File: src/rtl/spi_burst_pkg.sv
package spi_burst_pkg;

    typedef enum logic [1:0] {
        TX_IDLE  = 2'd0,
        TX_SETUP = 2'd1,
        TX_SHIFT = 2'd2
    } tx_state_e;

    // system cycles per serial clock half period, never below one
    function automatic int unsigned half_cycles(input int unsigned clk_hz,
                                                input int unsigned sclk_hz);
        int unsigned h;
        h = clk_hz / (2 * sclk_hz);
        return (h < 1) ? 1 : h;
    endfunction

    function automatic int unsigned width_of(input int unsigned n);
        return (n > 1) ? $clog2(n) : 1;
    endfunction

endpackage

File: src/rtl/spi_half_timer.sv
module spi_half_timer #(
    parameter int unsigned HALF = 312
) (
    input  logic clk,
    input  logic rst,
    input  logic run,
    output logic tick
);
    localparam int unsigned CW = spi_burst_pkg::width_of(HALF);
    localparam logic [CW-1:0] LAST = CW'(HALF - 1);

    logic [CW-1:0] cnt;

    always_ff @(posedge clk) begin
        if (rst || !run)
            cnt <= '0;
        else if (cnt == LAST)
            cnt <= '0;
        else
            cnt <= cnt + 1'b1;
    end

    assign tick = run && (cnt == LAST);
endmodule

File: src/rtl/spi_word_shifter.sv
module spi_word_shifter #(
    parameter int unsigned WIDTH = 4
) (
    input  logic             clk,
    input  logic             rst,
    input  logic             clear,
    input  logic             load,
    input  logic             adv,
    input  logic [WIDTH-1:0] din,
    output logic             bit_out
);
    logic [WIDTH-1:0] sh;

    always_ff @(posedge clk) begin
        if (rst || clear) begin
            sh      <= '0;
            bit_out <= 1'b0;
        end else if (load) begin
            bit_out <= din[WIDTH-1];
            sh      <= din << 1;
        end else if (adv) begin
            bit_out <= sh[WIDTH-1];
            sh      <= sh << 1;
        end
    end
endmodule

File: src/rtl/spi_burst_seq.sv
module spi_burst_seq
    import spi_burst_pkg::*;
#(
    parameter int unsigned WIDTH = 4,
    parameter int unsigned WORDS = 8
) (
    input  logic                          clk,
    input  logic                          rst,
    input  logic                          start,
    input  logic                          tick,
    output logic                          run,
    output logic                          load,
    output logic                          adv,
    output logic                          clear,
    output logic [width_of(WORDS)-1:0]    addr,
    output logic                          sclk,
    output logic                          cs_n,
    output logic                          busy,
    output logic                          done
);
    localparam int unsigned BW = width_of(WIDTH);
    localparam int unsigned WW = width_of(WORDS);

    tx_state_e       state;
    logic [BW-1:0]   bit_idx;
    logic [WW-1:0]   word_idx;
    logic            word_end;
    logic            last_bit;
    logic            low_end;
    logic            rise_evt;
    logic            next_first;

    assign word_end   = (bit_idx == BW'(WIDTH - 1));
    assign last_bit   = word_end && (word_idx == WW'(WORDS - 1));
    assign low_end    = tick && (state == TX_SHIFT) && !sclk;
    assign rise_evt   = (tick && state == TX_SETUP) || (low_end && !last_bit);
    assign next_first = (state == TX_SETUP) || word_end;
    assign load       = rise_evt && next_first;
    assign adv        = rise_evt && !next_first;
    assign clear      = low_end && last_bit;
    assign run        = (state != TX_IDLE);

    always_ff @(posedge clk) begin
        if (rst) begin
            state    <= TX_IDLE;
            bit_idx  <= '0;
            word_idx <= '0;
            addr     <= '0;
            sclk     <= 1'b0;
            cs_n     <= 1'b1;
            busy     <= 1'b0;
            done     <= 1'b0;
        end else begin
            done <= 1'b0;
            if (load)
                addr <= addr + 1'b1;
            unique case (state)
                TX_IDLE: begin
                    if (start) begin
                        state    <= TX_SETUP;
                        cs_n     <= 1'b0;
                        busy     <= 1'b1;
                        bit_idx  <= '0;
                        word_idx <= '0;
                    end
                end
                TX_SETUP: begin
                    if (tick) begin
                        state <= TX_SHIFT;
                        sclk  <= 1'b1;
                    end
                end
                TX_SHIFT: begin
                    if (tick && sclk) begin
                        sclk <= 1'b0;
                    end else if (low_end) begin
                        if (last_bit) begin
                            state <= TX_IDLE;
                            cs_n  <= 1'b1;
                            busy  <= 1'b0;
                            done  <= 1'b1;
                            addr  <= '0;
                        end else begin
                            sclk <= 1'b1;
                            if (word_end) begin
                                bit_idx  <= '0;
                                word_idx <= word_idx + 1'b1;
                            end else begin
                                bit_idx <= bit_idx + 1'b1;
                            end
                        end
                    end
                end
                default: state <= TX_IDLE;
            endcase
        end
    end
endmodule

File: src/rtl/spi_burst_tx.sv
module spi_burst_tx
    import spi_burst_pkg::*;
#(
    parameter int unsigned CLK_HZ  = 125_000_000,
    parameter int unsigned SCLK_HZ = 200_000,
    parameter int unsigned WIDTH   = 4,
    parameter int unsigned WORDS   = 8
) (
    input  logic                       clk,
    input  logic                       rst,
    input  logic                       start,
    output logic [width_of(WORDS)-1:0] mem_addr,
    input  logic [WIDTH-1:0]           mem_data,
    output logic                       sclk,
    output logic                       mosi,
    output logic                       cs_n,
    output logic                       busy,
    output logic                       done
);
    localparam int unsigned HALF = half_cycles(CLK_HZ, SCLK_HZ);

    logic run, tick, load, adv, clear;

    spi_half_timer #(.HALF(HALF)) u_timer (
        .clk  (clk),
        .rst  (rst),
        .run  (run),
        .tick (tick)
    );

    spi_burst_seq #(.WIDTH(WIDTH), .WORDS(WORDS)) u_seq (
        .clk   (clk),
        .rst   (rst),
        .start (start),
        .tick  (tick),
        .run   (run),
        .load  (load),
        .adv   (adv),
        .clear (clear),
        .addr  (mem_addr),
        .sclk  (sclk),
        .cs_n  (cs_n),
        .busy  (busy),
        .done  (done)
    );

    spi_word_shifter #(.WIDTH(WIDTH)) u_shift (
        .clk     (clk),
        .rst     (rst),
        .clear   (clear),
        .load    (load),
        .adv     (adv),
        .din     (mem_data),
        .bit_out (mosi)
    );
endmodule

File: config.mk
export PLATFORM = sky130hd
export DESIGN_NAME = spi_burst_tx
export DESIGN_NICKNAME = d
export VERILOG_FILES = /design/src/rtl/spi_burst_pkg.sv /design/src/rtl/spi_half_timer.sv /design/src/rtl/spi_word_shifter.sv /design/src/rtl/spi_burst_seq.sv /design/src/rtl/spi_burst_tx.sv
export SDC_FILE = /design/constraint.sdc
export NUM_CORES = 1
export LEC_CHECK = 0
export ABC_AREA = 1
export ABC_CLOCK_PERIOD_IN_PS = 2370
export CORE_AREA = 3 3 56 58
export CTS_BUF_LIST = sky130_fd_sc_hd__clkbuf_16
export DETAILED_ROUTE_END_ITERATION = 8
export DIE_AREA = 0 0 59 61
export PLACE_DENSITY = 0.8
export SLEW_MARGIN = 0
export SYNTH_ARGS = -nofsm -noshare
export SYNTH_HDL_FRONTEND = slang
export SYNTH_SLANG_ARGS = --single-unit
File: constraint.sdc
create_clock -name clk -period 2.37 [get_ports clk]
set_clock_uncertainty 0.15 [all_clocks]
set_input_delay 0.237 -clock clk [delete_from_list [all_inputs] [get_ports clk]]
set_output_delay 0.237 -clock clk [all_outputs]
set_load 0.01 [all_outputs]
* Word-level counts from Yosys, hierarchy flattened
Cells that the tools add are included.
** Cells by class
- Muxes and demuxes :: 43
- Eq/ne operators :: 14
- Add/sub/neg operators :: 4
- Reductions and logical operators :: 30
- Bitwise logic cells :: 2
** Operators by type and width (count)
- two-way mux 3 bit :: 10
- two-way mux 2 bit :: 10
- two-way mux 1 bit :: 15
- AND reduction 5 bit :: 3
- logical AND 1 bit :: 10
- adder 9 x 1 -> 9 bit (second input constant) :: 1
- == test 9 bit (second input constant) :: 1
- two-way mux 4 bit :: 2
- inequality test 2 x 1 -> 1 bit (second input constant) :: 4
- nonzero test 2 bit :: 4
- adder 3 x 1 -> 3 bit (second input constant) :: 2
- inequality test 2 bit (second input constant) :: 3
- case mux 1 bit (2 select lines) :: 3
- case mux 2 bit (3 select lines) :: 1
- case mux 3 bit (2 select lines) :: 1
- AND reduction 6 bit :: 1
- == test 2 bit (second input constant) :: 2
- zero test 1 bit :: 4
- logical OR 1 bit :: 4
- case mux 2 bit (2 select lines) :: 1
- AND reduction 4 bit :: 1
- OR reduction 4 bit :: 1
- == test 3 bit (second input constant) :: 1
- inequality test 3 x 2 -> 1 bit (second input constant) :: 1
- 6 further kinds :: 7
** Storage, ports and cells
- Register bits after elaboration :: 27
- Input port bits :: 7

* Depth between registers and ports, before layout
Gate-level depths: netlist of the first run.
- Depth after elaboration :: 12
- Depth in mapped cells :: 12
- Gate-level depth less buffers :: 11

* Hierarchy
A second synthesis of the first run with hierarchy kept.
** Second synthesis, totals
- Cells, all modules :: 195
- Area, all modules :: 1363.8 um^2
** By module, submodules not included
- spi_burst_seq :: cells each 103, times used 1, area each 728.2 um^2
- spi_half_timer :: cells each 64, times used 1, area each 444.2 um^2
- spi_word_shifter :: cells each 28, times used 1, area each 191.4 um^2

* Worst setup path after synthesis of the first run
Ideal clock, no wire load.
- Kind :: flip-flop to flip-flop
- Start point :: reg u_seq.state[0]
- End point :: reg u_seq.cs_n
- Setup time :: 0.113 ns
- Clock period less this slack :: 1.692 ns
- Cell stages (with the launch flop) :: 13
- Path buffers :: 1
- Arrival time :: 1.428 ns
- Path slack :: 0.678 ns
- Data required time :: 2.107 ns
- Cell sequence :: dfxtp_1 > inv_1 > ha_1 > buf_6 > inv_2 > nor2_4 > nand4_2 > nand2_4 > nand2_4 > nor2_2 > nand2_1 > nand2_1 > nand2_1
** Between the ends
- Word-level cells in the longest chain between the ends :: 6
** Ends and longest elaborated chain
- start, declared :: RTL line spi_burst_seq.sv:24 : tx_state_e state;
- start signal, assigned :: RTL line spi_burst_seq.sv:45 : state <= TX_IDLE;
- start signal, assigned :: RTL line spi_burst_seq.sv:60 : state <= TX_SETUP;
- start signal, assigned :: RTL line spi_burst_seq.sv:69 : state <= TX_SHIFT;
- nonzero test 2 bit :: RTL line spi_burst_seq.sv:41 : assign run = (state != TX_IDLE);
- logical AND 1 bit :: RTL line spi_half_timer.sv:23 : assign tick = run && (cnt == LAST);
- logical AND 1 bit (2 in a row) :: RTL line spi_burst_seq.sv:35 : assign low_end = tick && (state == TX_SHIFT) && !sclk;
- inequality test 2 x 1 -> 1 bit (no line)
- AND reduction 5 bit (no line)
- end signal, assigned :: RTL line spi_burst_seq.sv:50 : cs_n <= 1'b1;
- end signal, assigned :: RTL line spi_burst_seq.sv:61 : cs_n <= 1'b0;
- end signal, assigned :: RTL line spi_burst_seq.sv:79 : cs_n <= 1'b1;
- end, declared :: RTL line spi_burst_seq.sv:17 : output logic cs_n,
Parallel ways exist; a longest one is shown, timed or not.
A chain may end at the register's enable or synchronous reset.

* Final worst setup path of the first run
Ends and elaborated chain as after synthesis.

==> results_dict.tcl, run 1 <==
set metrics [dict create \
    portBuffers 14 \
    yosysTopAreaCellShare_pct 35.7 \
    synth_seq_cells 27 \
    setup_viol 0 \
    yosysUniqueCellTypes 28 \
    ios 15 \
    diodes 0 \
    power_mw 1.56 \
    cts_hold_buf 0 \
    hold_viol 0 \
    slew_headroom_pct 74.2 \
    synth_commonest_cells "41 x nand2_1, 37 x nor2_1, 27 x dfxtp_1" \
    synthSimpleGateAreaFrac_pct 41.0 \
    period_needed_ns 2.00 \
    status "completed" \
    die_w_um 59 \
    gp_congestion 0.868 \
    postCtsSetupBuffers 0 \
    cts_buffers 3 \
    drive_gt1_share_pct 15.0 \
    muxShareOfSynthArea_pct 0 \
    synth.cell_area_mm2 0.00151 \
    synth_top_family_by_area "simple AND/OR/NAND/NOR gates" \
    power_frac_seq_pct 36.5 \
    crit_arrival_ns 2.01 \
    leakage_nw 0.773 \
    core_mm2 0.00271 \
    grt_first_pass_wirelength_mm 4.71 \
    p_sw_uw 582 \
    chipHeight_um 61 \
    yosysWarnings 0 \
    globalRouteOverflowTotal 0 \
    synth_area_leader_cell "dfxtp_1" \
    ctsResizeCount 0 \
    path_max_fanout 9 \
    p_comb_share_pct 39.1 \
    ir_worst_vdd_v 0.000766 \
    wl_per_cell_um 10.7 \
    clock_latency_ns 0.26 \
    vias_per_cell 5.11 \
    row_count 19 \
    hp-class "flip-flop to flip-flop" \
    clock-sinks 27 \
    fmax_mhz 499 \
    netlist_instances 208 \
    synth_compound_area_share_pct 7.85 \
    fin_setup_tns_ns 0 \
    yosysSeqAreaShare_pct 35.7 \
    clock_power_share_pct 24.5 \
    start_util_pct 55.9 \
    synth_area_leaders "dfxtp_1 36%, nand2_1 10%, nor2_1 9.2%, ha_1 7.4%, inv_1 5.0%" \
    vias 1314 \
    clkTransAtPathRegs_ns 0.07 \
    nNetsFinal 243 \
    drc 0 \
    syn_area_per_cell_um2 7.28 \
    routed_wl_mm 2.76 \
    yosysMostFrequentCell "nand2_1" \
    syn-num-nets 224 \
    ys.flop_type "dfxtp_1" \
    area_delta_synth_final_pct 16.9 \
    die_area_mm2 0.00360 \
    swShare_pct 37.2 \
    root_buffer "clkbuf_16" \
    cp-start-kind "flip-flop" \
    power_density_mw_per_mm2 883 \
    async_flop_share_pct 0 \
    fin_util_pct 65.3 \
    grt_usage_pct 16.8 \
    synth_edf_count 0 \
    synth_xor_area_share_pct 0.579 \
    rsz0062_at_grt "false" \
    grt_max_degree 16 \
    p_int_uw 981 \
    dr.pass1.iters 4 \
    worstPathRequired_ns 2.38 \
    antenna_found_initial 0 \
    postRouteAntennaNets 0 \
    worst_slew_pin_slew_ns 0.387 \
    ctsHtreeMaxLevel 1 \
    fin_crit_sh_pct 84.6 \
    dpl.hpwl_mm 2.13 \
    cts.path.max_buffers 2 \
    endpoint_kind "flip-flop" \
    grt_pass1_vias 1191 \
    drv_slew 0 \
    drtIter0Drc 54 \
    cts_tree "built" \
    maxCapViolCount 0 \
    yosys.area_share.adder_pct 7.44 \
    worstSetupPathType "flip-flop to flip-flop" \
]
metrics by stage:
stage / hold WS [ns] / setup slack [ns] / area (um^2) / instances
6_report: 0.300 / 0.365 / 1770 / 257
2_1_floorplan: 0.156 / 0.678 / 1510 / 208
3_5_place_dp: 0.297 / 0.354 / 1690 / 253
4_1_cts: 0.309 / 0.341 / 1770 / 257
5_1_grt: 0.341 / 0.188 / 1770 / 257
3_3_place_gp: 0.279 / 0.420 / 1690 / 253
sequential cells by signal, summed over array words and instances (netlist names):
signal and count:
u_timer.cnt 9, u_seq.addr 3, u_seq.word_idx 3, u_shift.sh 3, u_seq.bit_idx 2, u_seq.state 2
u_seq.busy 1, u_seq.cs_n 1, u_seq.done 1, u_seq.sclk 1, u_shift.bit_out 1
worst max-delay path, stage by stage, from the launching register on:
cell     delay [ns]
dfxtp_1        0.32
inv_1          0.11
ha_1           0.41
inv_2          0.13
nor2_4         0.15
nand4_2        0.16
nand2_4        0.14
nand2_4        0.08
nor2_2         0.08
nand2_1        0.08
nand2_1        0.06
nand2_1        0.04
cell usage in the layout, fill, tap and decap left out:
cell              n
nand3b_1          2
nor2_2            2
clkinv_2          1
xnor2_1           1
nand4_4           1
o21ai_1           2
nand2_1          41
clkbuf_16         3
a21oi_2           1
o21bai_2          1
nor3_1            5
nand3_1          12
nand2_2           5
nor2_1           37
nor3_2            1
nor4_1            1
dfxtp_1          27
buf_4             1
nand4_2           1
nor2_4            4
and3_1            1
inv_1            20
nand4_1           3
o21ai_0           4
a41oi_1           1
clkdlybuf4s50_1  14
inv_2             7
nand3_2           3
ha_1              9
a21oi_1          12
nand2_4           3
final timing paths:
path,cells after the start,start,end,slack (ns)
min reg2reg,1,u_timer.cnt[0],u_timer.cnt[0],0.30
min,1,u_timer.cnt[0],u_timer.cnt[0],0.30
max,11,u_seq.state[0],u_seq.cs_n,0.37
max reg2reg,11,u_seq.state[0],u_seq.cs_n,0.37
metal layers:
layer  track usage, %  wire length [um]
met1             20.8              1340
met2             29.8              1290
met5                0                 0
met3             2.55                96
met4             5.83                38
cell families (layout without fill, tap and decap cells):
| group | count (synthesis) | count (layout) |
|---|---|---|
| buffers and inverters | 28 | 46 |
| adder cells (fa/ha/maj) | 9 | 9 |
| XOR/XNOR | 1 | 1 |
| AO/OA/AOI/OAI | 21 | 21 |
| flip-flops | 27 | 27 |
| AND/OR/NAND/NOR | 122 | 122 |
area by class of cell:
class,count,area (um^2)
clock buffers,3,75.1
repair buffers,15,148
inverters,27,101
flip-flops and latches,27,541
fillers,245,941
well taps,31,38.8
clock inverters,1,5.00
multi-input cells,153,861
power by group through the flow:
stage / combinational, mW / sequential (mW) / clock, mW
3_5_place_dp: 0.607 / 0.579 / 0
4_1_cts: 0.616 / 0.570 / 0.387
2_1_floorplan: 0.464 / 0.581 / 0
5_1_grt: 0.701 / 0.575 / 0.402
6_report: 0.610 / 0.570 / 0.383
3_3_place_gp: 0.600 / 0.578 / 0
(Power assumes the default switching activity.)
==> run 2, diff against run 1 <==
ABC_CLOCK_PERIOD_IN_PS = 1950   (was 2370)
clock period = 1.95 ns   (was 2.37 ns; I/O delays follow)
==> results_dict.tcl, run 2 (synthesized netlist as in run 1, its figures left out) <==
set metrics [dict create \
    cp-start-kind "flip-flop" \
    max_stage_delay_ns 0.31 \
    drive_gt1_share_pct 17.5 \
    fin_setup_tns_ns 0 \
    path_max_fanout 6 \
    nNetsFinal 246 \
    chipHeight_um 61 \
    fin_util_pct 66.4 \
    row_count 19 \
    area_delta_synth_final_pct 18.8 \
    period_needed_ns 1.80 \
    antenna_found_initial 0 \
    fill_cells 256 \
    root_buffer "clkbuf_16" \
    fin_crit_sh_pct 92.5 \
    postRouteAntennaNets 0 \
    register_area_um2 541 \
    dr.pass1.iters 4 \
    crit_chain "inv_1 -> ha_2 -> inv_2 -> nor2_4 -> nand4_2 -> nand2_4 -> nand2_4 -> nor2_2 -> nand2_1 -> nand2_1 -> nand2_1" \
    placedInstanceArea_mm2 0.00171 \
    grt_pass1_vias 1156 \
    cts_buffers 3 \
    ir_worst_vdd_v 0.000736 \
    globalRouteOverflowTotal 0 \
    postCtsSetupBuffers 0 \
    mostFrequentLayoutCells "40 x nand2_1, 37 x nor2_1, 27 x dfxtp_1" \
    endpoint_kind "flip-flop" \
    cts_tree "built" \
    ctsHtreeMaxLevel 1 \
    portBuffers 14 \
    hp-class "flip-flop to flip-flop" \
    holdWs_ns 0.302 \
    routed_wl_mm 3.04 \
    leakage_nw 0.788 \
    drv_slew 0 \
    core_mm2 0.00271 \
    worst_slew_pin_slew_ns 0.304 \
    vias 1323 \
    die_area_mm2 0.00360 \
    grt_first_pass_wirelength_mm 5.06 \
    slowest_stage "dfxtp_1" \
    drc 0 \
    design_area_mm2 0.00180 \
    gp_congestion 0.901 \
    rsz0062_at_grt "false" \
    final_common_cell "nand2_1" \
    cts.path.max_buffers 2 \
    fmax_mhz 554 \
    power_density_mw_per_mm2 1070 \
    dpl.hpwl_mm 2.27 \
    die_w_um 59 \
    drtIter0Drc 66 \
    power_mw 1.93 \
    wl_per_cell_um 11.7 \
    start_util_pct 55.9 \
    clock_latency_ns 0.26 \
    slew_headroom_pct 79.7 \
    grt_max_degree 15 \
    largest_reg_flops 9 \
    diodes 0 \
    worstSetupPathType "flip-flop to flip-flop" \
    crit_arrival_ns 1.81 \
    top_register "u_timer.cnt" \
    worstPathRequired_ns 1.96 \
    vias_per_cell 5.09 \
    status "completed" \
    clock-sinks 27 \
    grt_usage_pct 18.3 \
    path_common_cell "nand2_1" \
    ios 15 \
    clkTransAtPathRegs_ns 0.06 \
    hold_viol 0 \
    multiInputGateArea_um2 870 \
    maxCapViolCount 0 \
    setup_viol 0 \
]
-- run 2: cell type report --
class	instances	area share, %
inverter	27	5.63
tap	31	2.16
timing repair buffer	18	9.46
multi-input combinational	153	48.3
clock inverter	1	0.209
sequential	27	30.0
clock buffer	3	4.17
-- run 2: worst paths after layout --
| kind | endpoint | slack, ns | cells after the start | startpoint |
|---|---|---|---|---|
| min | u_seq.cs_n | 0.30 | 2 | u_seq.cs_n |
| max | u_seq.cs_n | 0.15 | 11 | u_seq.state[0] |
| min reg2reg | u_seq.cs_n | 0.30 | 2 | u_seq.cs_n |
| max reg2reg | u_seq.cs_n | 0.15 | 11 | u_seq.state[0] |
-- run 2: metal layers --
| metal | share of wire (%) | track usage, % | vias to the layer above | wire length (um) |
|---|---|---|---|---|
| met3 | 3.5 | 2.55 | 5 | 107 |
| met5 | 0 | 0 | - | 0 |
| li1 | - | - | 708 | - |
| met1 | 46 | 24.0 | 592 | 1410 |
| met2 | 49 | 31.1 | 18 | 1480 |
| met4 | 1.5 | 5.83 | 0 | 46 |
-- run 2: worst max-delay path, delay by kind of cell (launching register included) --
family | cells | cell delay (ns)
fa+ha+maj | 1 | 0.25
buf+inv | 2 | 0.20
flops | 1 | 0.31
simple gates | 8 | 0.78
-- run 2: where the power goes --
group | internal [mW] | leakage (nW) | switching (mW)
combinational | 0.299 | 0.526 | 0.482
sequential | 0.636 | 0.220 | 0.0556
clock | 0.274 | 0.0423 | 0.180
-- run 2: timing repair --
action,4_1_cts,5_1_grt
endpoints found under the setup margin,0,12
hold buffers,0,0
gates resized for setup,0,4
-- run 2: stage by stage --
stage / setup slack, ns / instances
after detailed placement: 0.0594 / 256
after floorplan: 0.258 / 208
after CTS: 0.0468 / 260
after global routing: 0.0124 / 260
final: 0.146 / 260
after global placement: 0.0884 / 256
==> run 3, diff against run 2 <==
ABC_AREA = 0   (was 1)
CORE_AREA = 3 3 55 57   (was 3 3 56 58)
DIE_AREA = 0 0 58 60   (was 0 0 59 61)
PLACE_DENSITY = 0.77   (was 0.8)
==> results_dict.tcl, run 3 <==
set metrics [dict create \
    min-delay-start "u_seq.cs_n" \
    wl_per_cell_um 16.1 \
    violations "negative setup slack" \
    cts.path.max_buffers 2 \
    grt_pass1_vias 1245 \
    top_register "u_timer.cnt" \
    vias_per_cell 5.91 \
    synth_seq_cells 27 \
    worst_slew_pin_slew_ns 0.430 \
    netlist_instances 153 \
    startpoint "u_timer.cnt[7]" \
    chipHeight_um 60 \
    yosysSeqAreaShare_pct 39.8 \
    power_density_mw_per_mm2 944 \
    mostFrequentLayoutCells "23 x buf_4, 23 x dfxtp_1, 16 x nor2_1" \
    synth_xor_area_share_pct 4.52 \
    placedInstanceArea_mm2 0.00168 \
    vias 1295 \
    fin_ws_ns -0.123 \
    clock-sinks 27 \
    ios 15 \
    postRouteAntennaNets 0 \
    start_util_pct 53.8 \
    ys.flop_type "dfxtp_1" \
    die_w_um 58 \
    clkTransAtPathRegs_ns 0.07 \
    synth_top_family_by_area "simple AND/OR/NAND/NOR gates" \
    worstPathRequired_ns 2.00 \
    cts_buffers 3 \
    hp-class "flip-flop to flip-flop" \
    drc 0 \
    dpl.hpwl_mm 2.42 \
    syn-num-nets 169 \
    grt_max_degree 15 \
    cp-start-kind "flip-flop" \
    yosys.area_share.adder_pct 8.29 \
    muxShareOfSynthArea_pct 3.69 \
    row_count 18 \
    p_sw_uw 621 \
    core_mm2 0.00252 \
    dr.pass1.iters 4 \
    gp_congestion 0.842 \
    slew_headroom_pct 71.3 \
    yosysTopAreaCellShare_pct 39.8 \
    drtIter0Drc 66 \
    p_int_mw 1.14 \
    globalRouteOverflowTotal 0 \
    dp_cells 214 \
    reg2reg_from "u_timer.cnt[7]" \
    endpoint_kind "flip-flop" \
    layout.cells.non_filler 219 \
    register_area_um2 546 \
    path_max_fanout 5 \
    drv_slew 0 \
    synthSimpleGateAreaFrac_pct 24.0 \
    multiInputGateArea_um2 858 \
    clock_latency_ns 0.26 \
    p_comb_share_pct 36.8 \
    synth_compound_area_share_pct 16.0 \
    root_buffer "clkbuf_16" \
    rsz0062_at_grt "true" \
    ir_worst_vdd_v 0.000669 \
    slowest_stage "or4b_4" \
    yosysUniqueCellTypes 42 \
    leakage_nw 0.722 \
    setup_viol 4 \
    grt_first_pass_wirelength_mm 5.65 \
    nNetsFinal 206 \
    drive_gt1_share_pct 27.0 \
    synth.cell_area_mm2 0.00136 \
    die_area_mm2 0.00348 \
    r2r.worst_path.cells 4 \
    design_area_mm2 0.00187 \
    yosysMostFrequentCell "dfxtp_1" \
    maxCapViolCount 0 \
    largest_reg_flops 9 \
    cts_hold_buf 0 \
    portBuffers 14 \
    syn_area_per_cell_um2 8.87 \
    fill_cells 171 \
    clock_power_share_pct 26.5 \
    worstSetupPathType "flip-flop to flip-flop" \
    ctsHtreeMaxLevel 1 \
    synth_area_leaders "dfxtp_1 40%, ha_1 8.3%, a21oi_1 5.2%, nor2_1 4.7%, mux2i_1 3.7%" \
    async_flop_share_pct 0 \
    area_delta_synth_final_pct 37.5 \
    whs_path_depth 1 \
    crit_arrival_ns 2.12 \
    synth_edf_count 0 \
    max_stage_delay_ns 0.53 \
    synth_commonest_cells "27 x dfxtp_1, 17 x nor2_1, 14 x a21oi_1" \
    crit_chain "or4b_4 -> or3_4 -> or4_4 -> a21oi_2" \
    routed_wl_mm 3.53 \
    status "finished, violations left" \
    swShare_pct 35.2 \
    grt_usage_pct 21.2 \
    period_needed_ns 2.07 \
    fin_crit_sh_pct 106 \
    diodes 0 \
    fin_util_pct 74.0 \
    synth_area_leader_cell "dfxtp_1" \
    fmax_mhz 482 \
    yosysWarnings 0 \
    cts_tree "built" \
    hold_viol 0 \
    antenna_found_initial 0 \
    power_frac_seq_pct 36.6 \
]
## run 3: changes by cell type after synthesis, sizes merged, moves of 5 or more
cell	change
inv	-21
mux2i	+5
nand2	-37
nand3	-13
nor2	-26
xor2	+5
## run 3: cells by family after synthesis
group | after synthesis
xor+xnor | 7
buf+inv | 12
simple gates | 58
compound gates | 35
flops | 27
fa+ha+maj | 9
mux | 5
## run 3: per-layer routing
| layer | vias up | global-route usage, % | wire (um) |
|---|---|---|---|
| met3 | 5 | 3.67 | 178 |
| met1 | 618 | 25.2 | 1550 |
| met4 | 0 | 8.61 | 33 |
| li1 | 626 | - | - |
| met5 | - | 0 | 0 |
| met2 | 46 | 37.7 | 1770 |
## run 3: worst max-delay path: cells and delay by family (launching register included)
family          cells  cell delay, ns
simple gates        3            1.40
compound gates      1            0.13
flops               1            0.32
## run 3: stage by stage
stage | total power, mW | setup TNS (ns) | hold WS (ns) | worst slack [ns]
finish | 1.76 | -0.306 | 0.324 | -0.123
detailed placement | 1.23 | -0.273 | 0.315 | -0.102
floorplan | 1.05 | -0.470 | 0.224 | -0.148
CTS | 1.69 | -0.206 | 0.330 | -0.0931
global route | 1.85 | -0.804 | 0.355 | -0.155
global placement | 1.20 | -0.0973 | 0.288 | -0.0619
## run 3: final cells by class
cell class	instances	area share, %
Sequential cell	27	29.2
Clock inverter	1	0.201
Multi-Input combinational cell	114	46.0
Tap cell	30	2.01
Timing Repair Buffer	38	17.4
Inverter	6	1.21
Clock buffer	3	4.02
## run 3: worst paths after layout
kind                   end  slack, ns
min reg2reg     u_seq.cs_n       0.32
max          u_seq.addr[2]      -0.12
max reg2reg  u_seq.addr[2]      -0.12
min             u_seq.cs_n       0.32
## run 3: timing repair
item                                    in CTS  in global routing
endpoints found under the setup margin      10                 15
pin swaps                                    0                  1
endpoints found under the hold margin        0                  0
buffers inserted                             0                  1
gates resized for setup                      4                 19
## run 3: power groups by stage
stage / sequential [mW] / clock, mW / combinational (mW)
after floorplan: 0.658 / 0 / 0.390
after global placement: 0.651 / 0 / 0.553
after detailed placement: 0.655 / 0 / 0.574
after CTS: 0.644 / 0.460 / 0.590
after global routing: 0.649 / 0.495 / 0.710
final: 0.646 / 0.467 / 0.649
